### src/rtl/stkpg_pkg.sv
package stkpg_pkg;

    localparam int BYTE_W = 8;
    localparam int ADDR_W = 2 * BYTE_W;
    localparam int OP_W   = 8;

    // one-hot command bit positions
    localparam int OP_PUSH_ACC  = 0;
    localparam int OP_PUSH_STAT = 1;
    localparam int OP_PULL_ACC  = 2;
    localparam int OP_PULL_STAT = 3;
    localparam int OP_SP_TO_IDX = 4;
    localparam int OP_IDX_TO_SP = 5;
    localparam int OP_CALL      = 6;
    localparam int OP_RET       = 7;

    typedef logic [BYTE_W-1:0] byte_t;

    typedef enum logic [2:0] {
        SQ_IDLE,
        SQ_PULL_DATA,
        SQ_CALL_LO,
        SQ_RET_HI,
        SQ_RET_END
    } seq_st_e;

    typedef enum logic [1:0] {
        SPA_HOLD,
        SPA_INC,
        SPA_DEC,
        SPA_LOAD
    } sp_act_e;

    typedef enum logic [1:0] {
        WS_ACC,
        WS_STAT,
        WS_RET_HI,
        WS_HELD
    } wsel_e;

    typedef struct packed {
        sp_act_e sp_act;
        logic    mem_we;
        logic    mem_re;
        wsel_e   wsel;
        logic    hold_lo;
        logic    cap_rd;
        logic    acc_we;
        logic    stat_we;
        logic    idx_we;
        logic    pc_we;
        logic    done;
    } seq_ctl_t;

    function automatic logic [ADDR_W-1:0] page_addr(input byte_t page, input byte_t off);
        return {page, off};
    endfunction

    function automatic logic single_cmd(input logic [OP_W-1:0] v);
        return $countones(v) == 1;
    endfunction

endpackage

### src/rtl/stkpg_seq.sv
module stkpg_seq
    import stkpg_pkg::*;
(
    input  logic            clk,
    input  logic            rst,
    input  logic [OP_W-1:0] op_i,
    output seq_ctl_t        ctl_o,
    output logic            busy_o
);

    seq_st_e st_q, st_d;
    logic    pull_stat_q, pull_stat_d;

    always_comb begin
        ctl_o       = '0;
        ctl_o.sp_act = SPA_HOLD;
        ctl_o.wsel   = WS_ACC;
        st_d        = st_q;
        pull_stat_d = pull_stat_q;
        case (st_q)
            SQ_IDLE: begin
                if (single_cmd(op_i)) begin
                    if (op_i[OP_PUSH_ACC]) begin
                        ctl_o.mem_we = 1'b1;
                        ctl_o.sp_act = SPA_DEC;
                        ctl_o.wsel   = WS_ACC;
                        ctl_o.done   = 1'b1;
                    end
                    if (op_i[OP_PUSH_STAT]) begin
                        ctl_o.mem_we = 1'b1;
                        ctl_o.sp_act = SPA_DEC;
                        ctl_o.wsel   = WS_STAT;
                        ctl_o.done   = 1'b1;
                    end
                    if (op_i[OP_PULL_ACC] || op_i[OP_PULL_STAT]) begin
                        ctl_o.mem_re = 1'b1;
                        ctl_o.sp_act = SPA_INC;
                        st_d         = SQ_PULL_DATA;
                        pull_stat_d  = op_i[OP_PULL_STAT];
                    end
                    if (op_i[OP_SP_TO_IDX]) begin
                        ctl_o.idx_we = 1'b1;
                        ctl_o.done   = 1'b1;
                    end
                    if (op_i[OP_IDX_TO_SP]) begin
                        ctl_o.sp_act = SPA_LOAD;
                        ctl_o.done   = 1'b1;
                    end
                    if (op_i[OP_CALL]) begin
                        ctl_o.mem_we  = 1'b1;
                        ctl_o.sp_act  = SPA_DEC;
                        ctl_o.wsel    = WS_RET_HI;
                        ctl_o.hold_lo = 1'b1;
                        st_d          = SQ_CALL_LO;
                    end
                    if (op_i[OP_RET]) begin
                        ctl_o.mem_re = 1'b1;
                        ctl_o.sp_act = SPA_INC;
                        st_d         = SQ_RET_HI;
                    end
                end
            end
            SQ_PULL_DATA: begin
                ctl_o.acc_we  = !pull_stat_q;
                ctl_o.stat_we = pull_stat_q;
                ctl_o.done    = 1'b1;
                st_d          = SQ_IDLE;
            end
            SQ_CALL_LO: begin
                ctl_o.mem_we = 1'b1;
                ctl_o.sp_act = SPA_DEC;
                ctl_o.wsel   = WS_HELD;
                ctl_o.done   = 1'b1;
                st_d         = SQ_IDLE;
            end
            SQ_RET_HI: begin
                ctl_o.mem_re = 1'b1;
                ctl_o.sp_act = SPA_INC;
                ctl_o.cap_rd = 1'b1;
                st_d         = SQ_RET_END;
            end
            SQ_RET_END: begin
                ctl_o.pc_we = 1'b1;
                ctl_o.done  = 1'b1;
                st_d        = SQ_IDLE;
            end
            default: st_d = SQ_IDLE;
        endcase
    end

    always_ff @(posedge clk) begin
        if (rst) begin
            st_q        <= SQ_IDLE;
            pull_stat_q <= 1'b0;
        end else begin
            st_q        <= st_d;
            pull_stat_q <= pull_stat_d;
        end
    end

    assign busy_o = (st_q != SQ_IDLE);

    AST_BUSY_NO_NEW_READ: assert property (@(posedge clk) disable iff (rst)
        (st_q == SQ_PULL_DATA) |-> !ctl_o.mem_re && !ctl_o.mem_we) else $error("AST_BUSY_NO_NEW_READ");

endmodule

### src/rtl/stkpg_sp.sv
module stkpg_sp
    import stkpg_pkg::*;
#(
    parameter byte_t SP_INIT = 8'hFF
) (
    input  logic    clk,
    input  logic    rst,
    input  sp_act_e act_i,
    input  byte_t   load_i,
    output byte_t   sp_o,
    output byte_t   sp_inc_o
);

    byte_t sp_q;
    byte_t sp_dec;

    assign sp_inc_o = sp_q + byte_t'(1);
    assign sp_dec   = sp_q - byte_t'(1);
    assign sp_o     = sp_q;

    always_ff @(posedge clk) begin
        if (rst) begin
            sp_q <= SP_INIT;
        end else begin
            case (act_i)
                SPA_INC:  sp_q <= sp_inc_o;
                SPA_DEC:  sp_q <= sp_dec;
                SPA_LOAD: sp_q <= load_i;
                default:  sp_q <= sp_q;
            endcase
        end
    end

    AST_WRAP_DOWN: assert property (@(posedge clk) disable iff (rst)
        (act_i == SPA_DEC && sp_q == '0) |=> (sp_q == '1)) else $error("AST_WRAP_DOWN");
    AST_WRAP_UP: assert property (@(posedge clk) disable iff (rst)
        (act_i == SPA_INC && sp_q == '1) |=> (sp_q == '0)) else $error("AST_WRAP_UP");

endmodule

### src/rtl/stkpg_dpath.sv
module stkpg_dpath
    import stkpg_pkg::*;
#(
    parameter byte_t STAT_INIT  = 8'h20,
    parameter byte_t STACK_PAGE = 8'h01
) (
    input  logic              clk,
    input  logic              rst,
    input  seq_ctl_t          ctl_i,
    input  byte_t             sp_i,
    input  byte_t             sp_inc_i,
    input  byte_t             acc_i,
    input  logic [ADDR_W-1:0] ret_addr_i,
    input  byte_t             rd_i,
    output logic [ADDR_W-1:0] addr_o,
    output byte_t             wdata_o,
    output byte_t             load_o,
    output byte_t             stat_o,
    output logic [ADDR_W-1:0] pc_o
);

    byte_t stat_q;
    byte_t held_q;

    always_ff @(posedge clk) begin
        if (rst) begin
            stat_q <= STAT_INIT;
            held_q <= '0;
        end else begin
            if (ctl_i.stat_we) stat_q <= rd_i;
            if (ctl_i.hold_lo)     held_q <= ret_addr_i[BYTE_W-1:0];
            else if (ctl_i.cap_rd) held_q <= rd_i;
        end
    end

    always_comb begin
        addr_o = page_addr(STACK_PAGE, ctl_i.mem_re ? sp_inc_i : sp_i);
        case (ctl_i.wsel)
            WS_ACC:    wdata_o = acc_i;
            WS_STAT:   wdata_o = stat_q;
            WS_RET_HI: wdata_o = ret_addr_i[ADDR_W-1:BYTE_W];
            default:   wdata_o = held_q;
        endcase
        load_o = ctl_i.idx_we ? sp_i : rd_i;
        pc_o   = {rd_i, held_q};
    end

    assign stat_o = stat_q;

endmodule

### src/rtl/stkpg_ctrl.sv
module stkpg_ctrl
    import stkpg_pkg::*;
#(
    parameter logic [7:0] SP_INIT    = 8'hFF,
    parameter logic [7:0] STAT_INIT  = 8'h20,
    parameter logic [7:0] STACK_PAGE = 8'h01
) (
    input  logic        clk,
    input  logic        rst,
    input  logic [7:0]  op_i,
    input  logic [7:0]  acc_i,
    input  logic [7:0]  idx_i,
    input  logic [15:0] ret_addr_i,
    input  logic [7:0]  mem_rdata_i,
    output logic        busy_o,
    output logic        done_o,
    output logic [7:0]  sp_o,
    output logic [7:0]  stat_o,
    output logic [15:0] mem_addr_o,
    output logic [7:0]  mem_wdata_o,
    output logic        mem_we_o,
    output logic        mem_re_o,
    output logic [7:0]  load_data_o,
    output logic        acc_we_o,
    output logic        idx_we_o,
    output logic [15:0] pc_o,
    output logic        pc_we_o
);

    seq_ctl_t ctl;
    byte_t    sp_cur;
    byte_t    sp_nxt_up;

    stkpg_seq u_seq (
        .clk    (clk),
        .rst    (rst),
        .op_i   (op_i),
        .ctl_o  (ctl),
        .busy_o (busy_o)
    );

    stkpg_sp #(.SP_INIT(SP_INIT)) u_sp (
        .clk      (clk),
        .rst      (rst),
        .act_i    (ctl.sp_act),
        .load_i   (idx_i),
        .sp_o     (sp_cur),
        .sp_inc_o (sp_nxt_up)
    );

    stkpg_dpath #(.STAT_INIT(STAT_INIT), .STACK_PAGE(STACK_PAGE)) u_dp (
        .clk        (clk),
        .rst        (rst),
        .ctl_i      (ctl),
        .sp_i       (sp_cur),
        .sp_inc_i   (sp_nxt_up),
        .acc_i      (acc_i),
        .ret_addr_i (ret_addr_i),
        .rd_i       (mem_rdata_i),
        .addr_o     (mem_addr_o),
        .wdata_o    (mem_wdata_o),
        .load_o     (load_data_o),
        .stat_o     (stat_o),
        .pc_o       (pc_o)
    );

    assign sp_o     = sp_cur;
    assign done_o   = ctl.done;
    assign mem_we_o = ctl.mem_we;
    assign mem_re_o = ctl.mem_re;
    assign acc_we_o = ctl.acc_we;
    assign idx_we_o = ctl.idx_we;
    assign pc_we_o  = ctl.pc_we;

    AST_WRITE_ADDR: assert property (@(posedge clk) disable iff (rst)
        mem_we_o |-> (mem_addr_o == {STACK_PAGE, sp_o})) else $error("AST_WRITE_ADDR");
    AST_READ_ADDR: assert property (@(posedge clk) disable iff (rst)
        mem_re_o |-> (mem_addr_o == {STACK_PAGE, sp_o + 8'd1})) else $error("AST_READ_ADDR");
    AST_WRITE_STEPS_DOWN: assert property (@(posedge clk) disable iff (rst)
        mem_we_o |=> (sp_o == $past(sp_o) - 8'd1)) else $error("AST_WRITE_STEPS_DOWN");
    AST_READ_STEPS_UP: assert property (@(posedge clk) disable iff (rst)
        mem_re_o |=> (sp_o == $past(sp_o) + 8'd1)) else $error("AST_READ_STEPS_UP");
    AST_STROBE_EXCL: assert property (@(posedge clk) disable iff (rst)
        !(mem_we_o && mem_re_o)) else $error("AST_STROBE_EXCL");
    AST_DONE_RELEASES: assert property (@(posedge clk) disable iff (rst)
        done_o |=> !busy_o) else $error("AST_DONE_RELEASES");
    AST_PC_LAST: assert property (@(posedge clk) disable iff (rst)
        pc_we_o |-> $past(mem_re_o) && busy_o) else $error("AST_PC_LAST");

endmodule

### config.mk
export PLATFORM = sky130hd
export DESIGN_NAME = stkpg_ctrl
export DESIGN_NICKNAME = d
export VERILOG_FILES = /design/src/rtl/stkpg_pkg.sv /design/src/rtl/stkpg_seq.sv /design/src/rtl/stkpg_sp.sv /design/src/rtl/stkpg_dpath.sv /design/src/rtl/stkpg_ctrl.sv
export SDC_FILE = /design/constraint.sdc
export NUM_CORES = 1
export LEC_CHECK = 0
export BUFFER_PORTS_ARGS = -buffer_cell sky130_fd_sc_hd__clkbuf_2
export CELL_PAD_IN_SITES_DETAIL_PLACEMENT = 1
export CELL_PAD_IN_SITES_GLOBAL_PLACEMENT = 2
export CORE_MARGIN = 2
export CORE_UTILIZATION = 26
export DETAILED_ROUTE_END_ITERATION = 7
export GPL_TIMING_DRIVEN = 0
export PLACE_DENSITY = 0.8
export SLEW_MARGIN = 15
export SYNTH_ARGS = -nofsm -noshare
export SYNTH_HDL_FRONTEND = slang
export SYNTH_SLANG_ARGS = --single-unit
### constraint.sdc
create_clock -name clk -period 5.9 [get_ports clk]
set_input_delay 0.59 -clock clk [delete_from_list [all_inputs] [get_ports clk]]
set_output_delay 0.59 -clock clk [all_outputs]
set_load 0.02 [all_outputs]
==> impl_metrics.env <==
export IMPL_outcome="finished, final reports clean"
export IMPL_synthCells=311
export IMPL_ant_nets=0
export IMPL_synth_main_ff_cell="dfxtp_1"
export IMPL_overflow=0
export IMPL_finalHoldViolCount=0
export IMPL_hold_class="reg -> reg"
export IMPL_syn_avg_cell_area_um2=8.38
export IMPL_switching_power_mw=0.625
export IMPL_async_flop_share_pct=0
export IMPL_synth_edf_count=0
export IMPL_cts_hold_buf=0
export IMPL_vias_per_cell=4.91
export IMPL_io_pins=121
export IMPL_die_h_um=104
export IMPL_h_tree_depth=1
export IMPL_cts_buffers=3
export IMPL_clkSinkCount=28
export IMPL_rr_worst_depth=6
export IMPL_setup_violations_final=0
export IMPL_yosys_area_top_type="dfxtp_1"
export IMPL_clk_latency_ns=0.28
export IMPL_drive_above_1_share_pct=38.7
export IMPL_gp_congestion=0.839
export IMPL_layout_min_cycle_time_ns=5.36
export IMPL_yosysMostFrequentCell="nor2_1"
export IMPL_worstPathMaxFanout=10
export IMPL_synth_common_cells="nor2_1, dfxtp_1, mux2i_1"
export IMPL_grtUsageTotal_pct=17.1
export IMPL_fin_setup_tns_ns=0
export IMPL_clk_pin_slew_ns=0.11
export IMPL_busiest_layer="met2"
export IMPL_cp_required_ns=5.31
export IMPL_crit_buf_inv=7
export IMPL_drt_iter0_markers=66
export IMPL_first_pass_iters=4
export IMPL_ir_drop_uv=116
export IMPL_tritoncts="built"
export IMPL_fmax_mhz=187
export IMPL_p_int_mw=0.640
export IMPL_core_um2=9770
export IMPL_path_cells="clkbuf_2, clkinvlp_4, ha_1, inv_1, fa_1, fa_1, inv_1, ha_1, fa_1, nor4b_4, and2_2, buf_2, nand2_1, buf_2, mux2_2, clkbuf_2"
export IMPL_cp_top_family="adder cells"
export IMPL_pwr_share_seq_pct=21.5
export IMPL_cp_common_cell="fa_1"
export IMPL_power_density_nw_per_um2=368
export IMPL_vias=2774
export IMPL_fin_crit_sh_pct=90.8
export IMPL_met2_usage_pct=31.3
export IMPL_start_kind="input port"
export IMPL_grt_pass1_vias=2938
export IMPL_start_util_pct=26.7
export IMPL_synth_warnings=0
export IMPL_leakagePower_nw=1.70
export IMPL_critPathCaptureType="output port"
export IMPL_cp_arrival_ns=4.77
export IMPL_synth_top_area_share_pct=21.5
export IMPL_die_area_um2=10800
export IMPL_ys_ff_latch=28
export IMPL_synth_area_um2=2610
export IMPL_ys_seq_area_share_pct=21.5
export IMPL_met1_usage_pct=21.6
export IMPL_clockPowerShare_pct=12.5
export IMPL_drv_cap=0
export IMPL_die_w_um=104
export IMPL_fin_util_pct=35.2
export IMPL_grtUsageMet3_pct=3.07
export IMPL_drv_slew=0
export IMPL_dp_hpwl_mm=7.54
export IMPL_grt_max_degree=17
export IMPL_cts_buffer_depth=2
export IMPL_max_stage_delay_ns=0.53
export IMPL_layout_nets=499
export IMPL_swShare_pct=49.4
export IMPL_num_antenna_cells=0
export IMPL_worst_slew_pin_transition_ns=0.599
export IMPL_multiInputGateArea_um2=1740
export IMPL_crit_type="in -> out"
export IMPL_p_comb_share_pct=66.0
export IMPL_maxSlewHeadroom_pct=60.1
export IMPL_crit_cells=16
export IMPL_drcViolationCount=0
export IMPL_worst_hold_path_num_cells=2
export IMPL_area_delta_synth_final_pct=31.9
export IMPL_grt_first_pass_wirelength_mm=15.2
export IMPL_port_buffers=112
export IMPL_rows=36
export IMPL_finClkSkew_ns=0.00256
export IMPL_routed_wl_mm=9.31
export IMPL_yosysUniqueCellTypes=56
export IMPL_cts_root_buf="clkbuf_8"
export IMPL_rsz0062_at_grt="no"
export IMPL_post_drt_wl_per_cell_um=16.5
export IMPL_antenna_found_initial=0
export IMPL_fillers=1236
export IMPL_cp_slowest_cell="fa_1"
export IMPL_synth_top_cells_by_area="dfxtp_1, mux2i_1, ha_1, buf_4, nor2_1"
export IMPL_register_area_um2=561
[cell families (layout without fill, tap and decap cells)]
family                     count (synthesis)  in the layout  share of synthesized area, %
and+or+nand+nor                          104            104                          21.6
AOI/OAI and AO/OA                         60             60                          17.8
buffers and inverters                     56            171                          12.9
muxes                                     30             30                          12.0
DFF                                       28             28                          21.5
adders and majority gates                 17             17                          9.22
xor gates and xnor gates                  14             14                          4.70
other                                      2              8                         0.288
[worst paths after layout]
check                                            startpoint                          end  slack [ns]
worst max-delay path                                op_i[1]               load_data_o[2]        0.54
worst min-delay path            u_dp.stat_o[0]$_SDFFE_PP0P_  u_dp.stat_o[0]$_SDFFE_PP0P_        0.54
worst max register to register    u_sp.sp_o[0]$_SDFFE_PP1P_    u_sp.sp_o[4]$_SDFFE_PP1P_        3.85
worst min register to register  u_dp.stat_o[0]$_SDFFE_PP0P_  u_dp.stat_o[0]$_SDFFE_PP0P_        0.54
[worst min-delay path, cell delays in order (launching register included)]
cell     delay, ns
dfxtp_1       0.34
mux2i_1       0.12
nor2_1        0.05
[cells in the final DEF, fill, tap and decap left out, types with 8 or more instances in the layout]
cell type  synthesis  routed
a31oi_1            8       8
nand2_1           20      20
inv_1             20      20
clkbuf_2           1     113
conb_1             2       8
dfxtp_1           28      28
nor2_1            32      31
buf_4             16      16
a211oi_1           8       8
mux2i_1           23      23
nand3_1           12      12
a22oi_1            9       9
and2_1             8       8
a21o_1             8       8
xnor2_1            9       9
ha_1              12      12
[state kept, by name (all words and copies together) (netlist names)]
signal and count:
u_dp.stat_o 8, u_dp.held_q 8, u_seq.st_q 3, u_seq.pull_stat_q 1, u_sp.sp_o 8
[through the flow]
step / hold slack [ns] / instances / setup WS [ns] / instance area, um2 / power, mW
6_report: 0.545 / 565 / 0.544 / 3440 / 1.27
3_3_place_gp: 0.515 / 562 / 0.0904 / 3360 / 1.10
5_1_grt: 0.569 / 565 / 0.279 / 3440 / 1.36
3_5_place_dp: 0.517 / 562 / 0.00770 / 3360 / 1.11
4_1_cts: 0.551 / 566 / 0.00553 / 3430 / 1.27
2_1_floorplan: 0.475 / 317 / 0.739 / 2630 / 0.850
[power groups by stage]
stage / sequential [mW] / combinational (mW) / clock [mW]
final: 0.271 / 0.835 / 0.158
after global routing: 0.277 / 0.911 / 0.167
after CTS: 0.272 / 0.840 / 0.160
after detailed placement: 0.276 / 0.837 / 0
after global placement: 0.276 / 0.820 / 0
after floorplan: 0.302 / 0.548 / 0
[cell type report]
type                    instances  share of cell area, %
inverters                      21                   2.40
repair buffers                112                   16.3
plain buffers                  34                   7.39
clock buffers                   3                   1.20
well taps                     133                   4.84
multi-input cells             233                   50.7
flip-flops and latches         28                   16.3
clock inverters                 1                  0.874
[metal layers]
layer  part of all wire, %  wire length, um
met4                  0.38               35
met2                    51             4750
met1                    44             4060
met3                   5.0              470
met5                     0                0
[repair_timing]
| action | in CTS | in global routing |
|---|---|---|
| hold endpoints to repair | 0 | 0 |
| gates resized for setup | 0 | 3 |
| buffers inserted | 0 | 0 |
| endpoints found under the setup margin | 0 | 23 |
Power figures use the tool's default switching activity.
